**src/rtl/pdf_pkg.sv**
```systemverilog
package pdf_pkg;

    typedef struct packed {
        logic [26:0] base;
        logic [26:0] limit;
        logic [31:0] rights;
        logic        valid;
    } region_t;

    typedef struct packed {
        logic [31:0] addr;
        logic [7:0]  pid;
        logic [1:0]  vclass;
        logic        wr;
        logic [1:0]  attr;
        logic [3:0]  master;
    } err_info_t;

    localparam logic [3:0]  CORE_ID        = 4'd0;
    localparam logic [31:0] RIGHTS_ALL     = 32'hFF1C_71C7;
    localparam logic [31:0] DBG_FIELD_MASK = 32'h0000_0FC0;

    localparam region_t REGION0_INIT = '{base: '0, limit: '1, rights: RIGHTS_ALL, valid: 1'b1};
    localparam region_t REGION_IDLE  = '{base: '0, limit: '0, rights: '0, valid: 1'b0};

    function automatic logic [1:0] region_code(input int nr);
        return (nr >= 16) ? 2'd2 : (nr >= 12) ? 2'd1 : 2'd0;
    endfunction

endpackage

```
**src/rtl/pdf_region_bank.sv**
```systemverilog
module pdf_region_bank
    import pdf_pkg::*;
#(
    parameter int NR = 8,
    parameter int RW = $clog2(NR)
) (
    input  logic                 clk,
    input  logic                 rst_n,
    input  logic                 wr_en,
    input  logic [3:0]           wr_master,
    input  logic [RW-1:0]        wr_region,
    input  logic [1:0]           wr_word,
    input  logic [31:0]          wr_data,
    output region_t [NR-1:0]     bank_o
);

    region_t [NR-1:0] bank_d, bank_q;
    logic             locked;

    assign locked = (wr_region == '0) && (wr_master == CORE_ID);

    always_comb begin
        bank_d = bank_q;
        if (wr_en) begin
            case (wr_word)
                2'd0: if (!locked) bank_d[wr_region].base  = wr_data[31:5];
                2'd1: if (!locked) bank_d[wr_region].limit = wr_data[31:5];
                2'd2: begin
                    if (locked)
                        bank_d[wr_region].rights = (bank_q[wr_region].rights & DBG_FIELD_MASK)
                                                 | (wr_data & ~DBG_FIELD_MASK);
                    else
                        bank_d[wr_region].rights = wr_data;
                end
                default: bank_d[wr_region].valid = wr_data[0];
            endcase
        end
    end

    always_ff @(posedge clk or negedge rst_n) begin
        if (!rst_n) begin
            for (int i = 0; i < NR; i++)
                bank_q[i] <= (i == 0) ? REGION0_INIT : REGION_IDLE;
        end else begin
            bank_q <= bank_d;
        end
    end

    assign bank_o = bank_q;

endmodule

```
**src/rtl/pdf_err_slot.sv**
```systemverilog
module pdf_err_slot
    import pdf_pkg::*;
(
    input  logic      clk,
    input  logic      rst_n,
    input  logic      viol_i,
    input  err_info_t info_i,
    input  logic      clr_i,
    output logic      flag_o,
    output err_info_t info_o
);

    typedef struct packed {
        logic      flag;
        err_info_t info;
    } slot_t;

    slot_t slot_d, slot_q;

    always_comb begin
        slot_d = slot_q;
        if (viol_i && (!slot_q.flag || clr_i)) begin
            slot_d.flag = 1'b1;
            slot_d.info = info_i;
        end else if (clr_i) begin
            slot_d.flag = 1'b0;
        end
    end

    always_ff @(posedge clk or negedge rst_n) begin
        if (!rst_n) slot_q <= '0;
        else        slot_q <= slot_d;
    end

    assign flag_o = slot_q.flag;
    assign info_o = slot_q.info;

endmodule

```
**src/rtl/pdf_desc_file.sv**
```systemverilog
module pdf_desc_file
    import pdf_pkg::*;
#(
    parameter int         NR    = 8,
    parameter int         NS    = 5,
    parameter int         MST_W = 4,
    parameter logic [3:0] REV   = 4'h3
) (
    input  logic                  clk,
    input  logic                  rst_n,
    input  logic                  req_valid,
    input  logic                  req_write,
    input  logic [MST_W-1:0]      req_master,
    input  logic [7:0]            req_addr,
    input  logic [31:0]           req_wdata,
    output logic [31:0]           rd_data,
    input  logic [NS-1:0]         viol_valid,
    input  logic [NS*MST_W-1:0]   viol_master,
    input  logic [NS*2-1:0]       viol_attr,
    input  logic [NS-1:0]         viol_write,
    input  logic [NS*2-1:0]       viol_class,
    input  logic [NS*32-1:0]      viol_addr,
    input  logic [NS*8-1:0]       viol_pid,
    output logic                  mpu_en,
    output logic [NR-1:0]         rgn_valid,
    output logic [NR*32-1:0]      rgn_start,
    output logic [NR*32-1:0]      rgn_end,
    output logic [NR*32-1:0]      rgn_rights
);

    localparam int         RW  = $clog2(NR);
    localparam int         SW  = (NS > 1) ? $clog2(NS) : 1;
    localparam logic [4:0] NR5 = 5'(NR);
    localparam logic [3:0] NS4 = 4'(NS);
    localparam logic [31:0] INFO_WORD = {20'd0, NS4, REV, 2'b00, region_code(NR)};

    typedef struct packed {
        logic        en;
        logic [31:0] rdata;
    } top_st_t;

    top_st_t st_d, st_q;

    region_t   [NR-1:0] bank;
    logic      [NS-1:0] err_flag;
    err_info_t [NS-1:0] err_info;
    logic      [NS-1:0] err_clr;

    logic [4:0]  desc_idx;
    logic        desc_hit, ctrl_wr, slot_hit;
    logic [3:0]  slot_idx;
    logic [31:0] rd_mux;
    region_t     sel_rgn;

    assign desc_idx = req_addr[6:2];
    assign desc_hit = req_addr[7] && (desc_idx < NR5);
    assign slot_idx = req_addr[4:1];
    assign slot_hit = (req_addr[7:5] == 3'b010) && (slot_idx < NS4);
    assign ctrl_wr  = req_valid && req_write && (req_addr == 8'h00);
    assign err_clr  = ctrl_wr ? req_wdata[16 +: NS] : '0;

    pdf_region_bank #(.NR(NR), .RW(RW)) u_bank (
        .clk       (clk),
        .rst_n     (rst_n),
        .wr_en     (req_valid && req_write && desc_hit),
        .wr_master (4'(req_master)),
        .wr_region (desc_idx[RW-1:0]),
        .wr_word   (req_addr[1:0]),
        .wr_data   (req_wdata),
        .bank_o    (bank)
    );

    for (genvar s = 0; s < NS; s++) begin : g_slot
        err_info_t cap;
        assign cap = '{addr:   viol_addr[s*32 +: 32],
                       pid:    viol_pid[s*8 +: 8],
                       vclass: viol_class[s*2 +: 2],
                       wr:     viol_write[s],
                       attr:   viol_attr[s*2 +: 2],
                       master: 4'(viol_master[s*MST_W +: MST_W])};
        pdf_err_slot u_slot (
            .clk    (clk),
            .rst_n  (rst_n),
            .viol_i (viol_valid[s]),
            .info_i (cap),
            .clr_i  (err_clr[s]),
            .flag_o (err_flag[s]),
            .info_o (err_info[s])
        );
    end

    for (genvar r = 0; r < NR; r++) begin : g_rgn_out
        assign rgn_valid[r]           = bank[r].valid;
        assign rgn_start[r*32 +: 32]  = {bank[r].base, 5'h00};
        assign rgn_end[r*32 +: 32]    = {bank[r].limit, 5'h1F};
        assign rgn_rights[r*32 +: 32] = bank[r].rights;
    end

    assign sel_rgn = bank[desc_idx[RW-1:0]];

    always_comb begin
        rd_mux = '0;
        if (desc_hit) begin
            case (req_addr[1:0])
                2'd0:    rd_mux = {sel_rgn.base, 5'h00};
                2'd1:    rd_mux = {sel_rgn.limit, 5'h1F};
                2'd2:    rd_mux = sel_rgn.rights;
                default: rd_mux = {31'd0, sel_rgn.valid};
            endcase
        end else if (slot_hit) begin
            if (!req_addr[0])
                rd_mux = err_info[slot_idx[SW-1:0]].addr;
            else
                rd_mux = {8'd0, err_info[slot_idx[SW-1:0]].pid, 6'd0,
                          err_info[slot_idx[SW-1:0]].vclass, 1'b0,
                          err_info[slot_idx[SW-1:0]].wr,
                          err_info[slot_idx[SW-1:0]].attr,
                          err_info[slot_idx[SW-1:0]].master};
        end else if (req_addr == 8'h00) begin
            rd_mux[0]        = st_q.en;
            rd_mux[16 +: NS] = err_flag;
        end else if (req_addr == 8'h01) begin
            rd_mux = INFO_WORD;
        end
    end

    always_comb begin
        st_d = st_q;
        if (ctrl_wr)                 st_d.en    = req_wdata[0];
        if (req_valid && !req_write) st_d.rdata = rd_mux;
    end

    always_ff @(posedge clk or negedge rst_n) begin
        if (!rst_n) st_q <= '{en: 1'b1, rdata: '0};
        else        st_q <= st_d;
    end

    assign rd_data = st_q.rdata;
    assign mpu_en  = st_q.en;

endmodule


```
**config.mk**
```make
export PLATFORM = sky130hd
export DESIGN_NAME = pdf_desc_file
export DESIGN_NICKNAME = d
export VERILOG_FILES = /design/src/rtl/pdf_pkg.sv /design/src/rtl/pdf_region_bank.sv /design/src/rtl/pdf_err_slot.sv /design/src/rtl/pdf_desc_file.sv
export SDC_FILE = /design/constraint.sdc
export NUM_CORES = 2
export LEC_CHECK = 0
export BUFFER_PORTS_ARGS = -buffer_cell sky130_fd_sc_hd__buf_2
export CAP_MARGIN = 20
export CORE_AREA = 2 2 432 434
export CTS_BUF_LIST = sky130_fd_sc_hd__clkbuf_4 sky130_fd_sc_hd__clkbuf_8
export CTS_CLUSTER_DIAMETER = 200
export DETAILED_ROUTE_END_ITERATION = 8
export DIE_AREA = 0 0 434 436
export PLACE_DENSITY = 0.44
export REMOVE_ABC_BUFFERS = 1
export SYNTH_ARGS = -nofsm -noshare
export SYNTH_HDL_FRONTEND = slang
export SYNTH_SLANG_ARGS = --single-unit
```
**constraint.sdc**
```tcl
create_clock -name clk -period 2 [get_ports clk]
set_input_delay 0 -clock clk [delete_from_list [all_inputs] [get_ports clk]]
set_output_delay 0 -clock clk [all_outputs]
set_load 0.1 [all_outputs]
```
; Word-level counts from Yosys, hierarchy flattened
; Cells that the tools add are included.
[totals]
register_bits = 979
inputBits = 298
output_inout_bits = 809
word_cells = 156
[classes]
n_lt_le_gt_ge = 5
eq_ne = 6
muxes = 41
bitwise_logic = 1
reduce_logical = 34
[ops]
columns = op, n
row1 = $bwmux 696, 5
row2 = $mux 696, 3
row3 = $pmux 696 s3, 1
row4 = $demux 87 s3, 4
row5 = $bmux 87 s3, 1
row6 = $mux 87, 2
row7 = $bmux 49 s3, 1
row8 = $mux 32, 3
row9 = $pmux 32 s3, 1
row10 = $mux 60, 1
row11 = $mux 49, 1
row12 = $mux 33, 1
row13 = $or 12x32->32, 1
row14 = $mux 11, 2
row15 = $mux 15, 1
row16 = $logic_and 1x1->1, 13
row17 = $mux 1, 12
row18 = $mux 5, 2
row19 = $reduce_bool 2->1, 5
row20 = $eq 8x1->1 const B, 1
row21 = $logic_not 8->1, 1
row22 = $lt 3x4->1 const B, 2
row23 = $logic_not 1->1, 6
row24 = $logic_or 1x1->1, 5
row25 = 11 further kinds, 12

; Depth between registers and ports, before layout
[depth]
word_depth = 7
ltp_mapped = 11
mapped_depth_nobuf = 6

; Cells and area by module
; Synthesis repeated with hierarchy kept, for this count alone.
[hier_totals]
hier_cells = 3012
area_unflattened_um2 = 45876.5
[by_module_without_submodules]
columns = mod, instances, cells_each, area_per_inst_um2, seq_area_each_um2
row1 = pdf_region_bank, 1, 1607, 26604.3, 17476.8
row2 = pdf_desc_file, 1, 870, 9750.6, 827.0
row3 = pdf_err_slot, 5, 107, 1904.3, 1251.2

; Least setup slack after synthesis
; OpenSTA, ideal clock, no wires.
[synth_timing]
path_kind = register to register
from = register with a tool-made name
to = register st_q, in the netlist rd_data[19]
setup_time_ns = 0.088
t_arrival_ns = 2.130
required_ns = 1.912
slack_ns = -0.219
path_stages_with_launch = 7
path_buffers = 0
period_less_slack_ns = 2.219
cell_sequence = dfrtp_1 mux2_2 a221oi_1 nor2_1 a2111oi_0 or4_1 a41oi_1
[synth_rtl]
columns = element, line_no
row1 = end signal: assignment, pdf_desc_file.sv:134  ; if (!rst_n) st_q <= '{en: 1'b1, rdata: '0};
row2 = end signal: assignment, pdf_desc_file.sv:135  ; else st_q <= st_d;
row3 = end: declaration, pdf_desc_file.sv:42  ; top_st_t st_d, st_q;

; Worst setup path after layout
[layout_timing]
from = input port req_addr[0]
to = register st_q, in the netlist rd_data[6]
[layout_between]
elab_chain_len = 4
word_cells_on_any_way = 9
classes_between = eq/ne (2) / mux (5) / reduce/logical (2)
[layout_rtl]
columns = element, line_no
row1 = start: declaration, pdf_desc_file.sv:14  ; input logic [7:0] req_addr,
row2 = $logic_not 8->1, pdf_desc_file.sv:119  ; end else if (req_addr == 8'h00) begin
row3 = $mux 15, pdf_desc_file.sv:119
row4 = $mux 32, pdf_desc_file.sv:110  ; end else if (slot_hit) begin
row5 = $mux 32 *, pdf_desc_file.sv:103  ; if (desc_hit) begin
; Mark *: on every way between the ends. The rest lies on a longest branch, timed or not.
; A chain may end at the register's enable or synchronous reset.

==> summary.txt <==
Outcome
  • Outcome: complete, but fails checks
  • Violated checks: setup timing

Cells and area
  • Synth-to-Final Area Change: 57.6%
  • Final Net Count: 6,393
  • Most frequent cells in the layout: dfrtp_1 (928), buf_2 (886), dlygate4sd3_1 (849), buf_4 (671), mux2_2 (667)
  • Share of layout cells above drive strength 1: 47.6%
  • Commonest non-fill, non-tap cell in the layout: dfrtp_1

Placed design
  • HPWL after DPL: 215,000 um
  • Final GP Congestion: 0.905
  • PortBufs: 1,026

Clock tree
  • Clock-pin transition on the worst setup and hold timing paths: 0.06 ns
  • CTS Sinks: 979
  • H-tree depth: 4
  • Worst-skew pair later-pin latency: 0.98 ns
  • Root Buffer: clkbuf_8
  • CTS tree: built
  • Number of CTS-inserted buffers: 188
  • Clk buf depth: 3

Hold path
  • Hold WC Path Type: input pin to register

Pwr
  • Total power: 56.6 mW
  • Leakage: 36.1 nW
  • Seq pwr share: 38.5%
  • Int Pwr: 37.7 mW
  • Sw Pwr: 18.9 mW
  • Comb power frac: 22.0%
  • Pwr Density: 786 nW/um^2
  • Sw Share: 33.4%
  • Max VDD drop: 0.597 mV
  • Share of power burned in the clock network: 39.5%

Timing
  • Fin. Hold Viols: 0
  • Rel. slew slack: 34.1%
  • RSZ-0062 raised after global routing: true
  • Period Utilization, post-route: 104%
  • Final Setup Violations: 5
  • Slew at the pin closest to its max-slew limit: 0.985 ns
  • Slew Viols, Final: 0
  • Fin Hold WS: 0.0796 ns
  • Clock skew: 0.0495 ns
  • Final worst slack: -0.0839 ns
  • Fmax: 0.480 GHz
  • Post-layout minimum cycle time: 2.08 ns

Detailed routing
  • Wire per inst: 33.4 um
  • Vias per cell: 5.02
  • Iteration-0 DRC Markers: 3,717
  • Final WL: 292,000 um
  • Post-route DRC: 0
  • ANT nets after route: 0
  • Vias: 43.9k
  • Pre-antenna DRT Iters: 7

Worst setup path
  • Critical Path RT: 2.84 ns
  • Slowest stage delay, CP: 0.63 ns
  • Crit path DAT: 2.92 ns
  • CP Class: input pin to register
  • Crit. End Element: register
  • Cell Chain, Critical Path: buf_4 -> buf_4 -> dlygate4sd3_1 -> buf_4 -> a211oi_4 -> dlygate4sd3_1 -> buf_4 -> a22o_1 -> a211oi_4 -> buf_4 -> o2bb2ai_1
  • CP delay by family, top: buffers and inverters
  • Slowest CP cell: dlygate4sd3_1
  • CP dominant cell by count: buf_4
  • Crit Path Max Fanout: 14
  • CP bufs+invs: 7
  • Critical Path Source Type: input pin

Global route
  • Vias in the first global route: 45.3k
  • Global-route wire length before repair: 391,000 um
  • GRT Overall Usage: 30.1%
  • Largest net degree at the start of global routing: 79
  • Remaining global-route overflow: 0
  • Initial antenna violation count: 28

Synth
  • Synth unique cells: 76
  • Synth Cell Area: 45,700 um^2
  • Number of flops mapped to enable cells by yosys: 0
  • Syn Inst Count: 3,665
  • Post-synthesis sequential area ratio: 53.7%
  • Post-synth ARST share: 100%
  • Yosys warns: 0
  • Syn avg cell area: 12.5 um^2
  • Top_reg_cell synth: dfrtp_1
  • Yosys reg bits: 979

Floorplanning
  • CORE AREA: 185,000 um^2
  • Die H: 436 um
  • Io pins: 1,107
  • Initial core utilization: 24.8%
  • Die ar.: 189,000 um^2
  • Die X: 434 um
  • Num rows: 158

Run
  • Max Cap Violations: 0
## power by group through the flow
stage | combinational, mW | sequential (mW) | clock [mW]
finish | 12.5 | 21.8 | 22.4
global route | 12.9 | 21.9 | 23.7
CTS | 12.3 | 21.7 | 22.7
detailed placement | 10.5 | 22.1 | 0
global placement | 10.5 | 22.0 | 0
floorplan | 2.61 | 25.3 | 0
## per-stage QoR
step	TNS, ns	cells	setup WS [ns]	instance area (um^2)	util [%]
4_1_cts	-0.208	8726	-0.0718	71800	38.9
5_1_grt	-0.206	8744	-0.0742	72100	39.0
6_report	-0.163	8749	-0.0839	72100	39.0
3_3_place_gp	-253.00	7531	-0.930	58700	31.8
3_5_place_dp	-253.62	7531	-0.906	58700	31.8
2_1_floorplan	-142.14	3373	-0.891	44000	-
## final timing paths
kind                                             startpoint                           to  slack, ns  depth (start not counted)
worst min-delay path                            req_addr[3]                  rd_data[27]       0.08                          8
min in group asynchronous                             rst_n  g_slot[1].u_slot.info_o[12]       0.24                          4
max in group asynchronous                             rst_n  g_slot[1].u_slot.info_o[18]       0.72                          6
worst max-delay path                            req_addr[0]                   rd_data[6]      -0.08                         11
worst min register to register                     register                     register       0.47                          2
worst max register to register  g_slot[2].u_slot.info_o[23]                   rd_data[6]      -0.05                          6
## repair_timing
item / in CTS / in global routing
hold buffers: 848 / 4
gates cloned: 0 / 2
hold endpoints to repair: 1958 / 16
pin swaps: 2 / 18
setup buffers: 0 / 2
setup endpoints to repair: 145 / 176
resized for setup: 158 / 32
## tightest hold or removal path, stage by stage
cell	delay, ns
buf_8	0.13
buf_4	0.17
buf_4	0.22
nand2_1	0.08
o2111ai_1	0.10
buf_4	0.12
o211ai_1	0.08
nand4_1	0.08
## synth_stat cells (all sizes together) (3+ instances only)
library cell / n / share of area [%]
inv: 4 / 0.033
nor4: 3 / 0.088
o311ai: 4 / 0.077
dfrtp: 930 / 51
o221ai: 14 / 0.27
o2bb2ai: 12 / 0.23
nor2b: 9 / 0.12
a32o: 4 / 0.088
and2: 6 / 0.082
a21oi: 125 / 1.4
o211ai: 10 / 0.18
o31ai: 5 / 0.082
clkbuf: 140 / 1.1
a22oi: 46 / 0.76
a211oi: 11 / 0.19
nor2: 185 / 1.6
mux4: 77 / 3.8
mux2: 718 / 18
mux2i: 152 / 3.3
nand2b: 12 / 0.16
or3: 3 / 0.041
nand3: 27 / 0.31
o22a: 6 / 0.11
a221oi: 48 / 0.92
o22ai: 42 / 0.57
nand4: 4 / 0.055
a31oi: 14 / 0.19
nor3: 8 / 0.12
buf: 230 / 3.3
and3: 5 / 0.068
or2: 4 / 0.055
a221o: 18 / 0.39
nand2: 398 / 3.3
dfstp: 49 / 2.8
clkinv: 3 / 0.025
a22o: 137 / 2.6
o2111ai: 6 / 0.11
o21ai: 167 / 1.8
a222oi: 4 / 0.088
## per-layer routing
layer | up-vias | wire length (um) | GRT usage, %
met3 | 642 | 19100 | 6.06
met1 | 22900 | 112000 | 36.0
met2 | 2172 | 137000 | 48.6
li1 | 18100 | - | -
met5 | - | 53 | 0
met4 | 8 | 22900 | 20.1
## layout make-up
type	count	area (um^2)
inverter	7	30.0
tap	2480	3100
clock buffer	308	3740
antenna	17	42.5
clock inverter	39	407
multi-input combinational	2387	19800
fill	18000	113000
timing repair buffer	2532	20400
sequential	979	24600
## logic make-up after synthesis
family / synth area share, %
other: 0.0164
and+or+nand+nor: 6.15
buffers and inverters: 4.47
muxes: 25.2
DFF: 53.7
AOI/OAI and AO/OA: 10.4
Note: power is estimated with default switching activity, not from simulation.
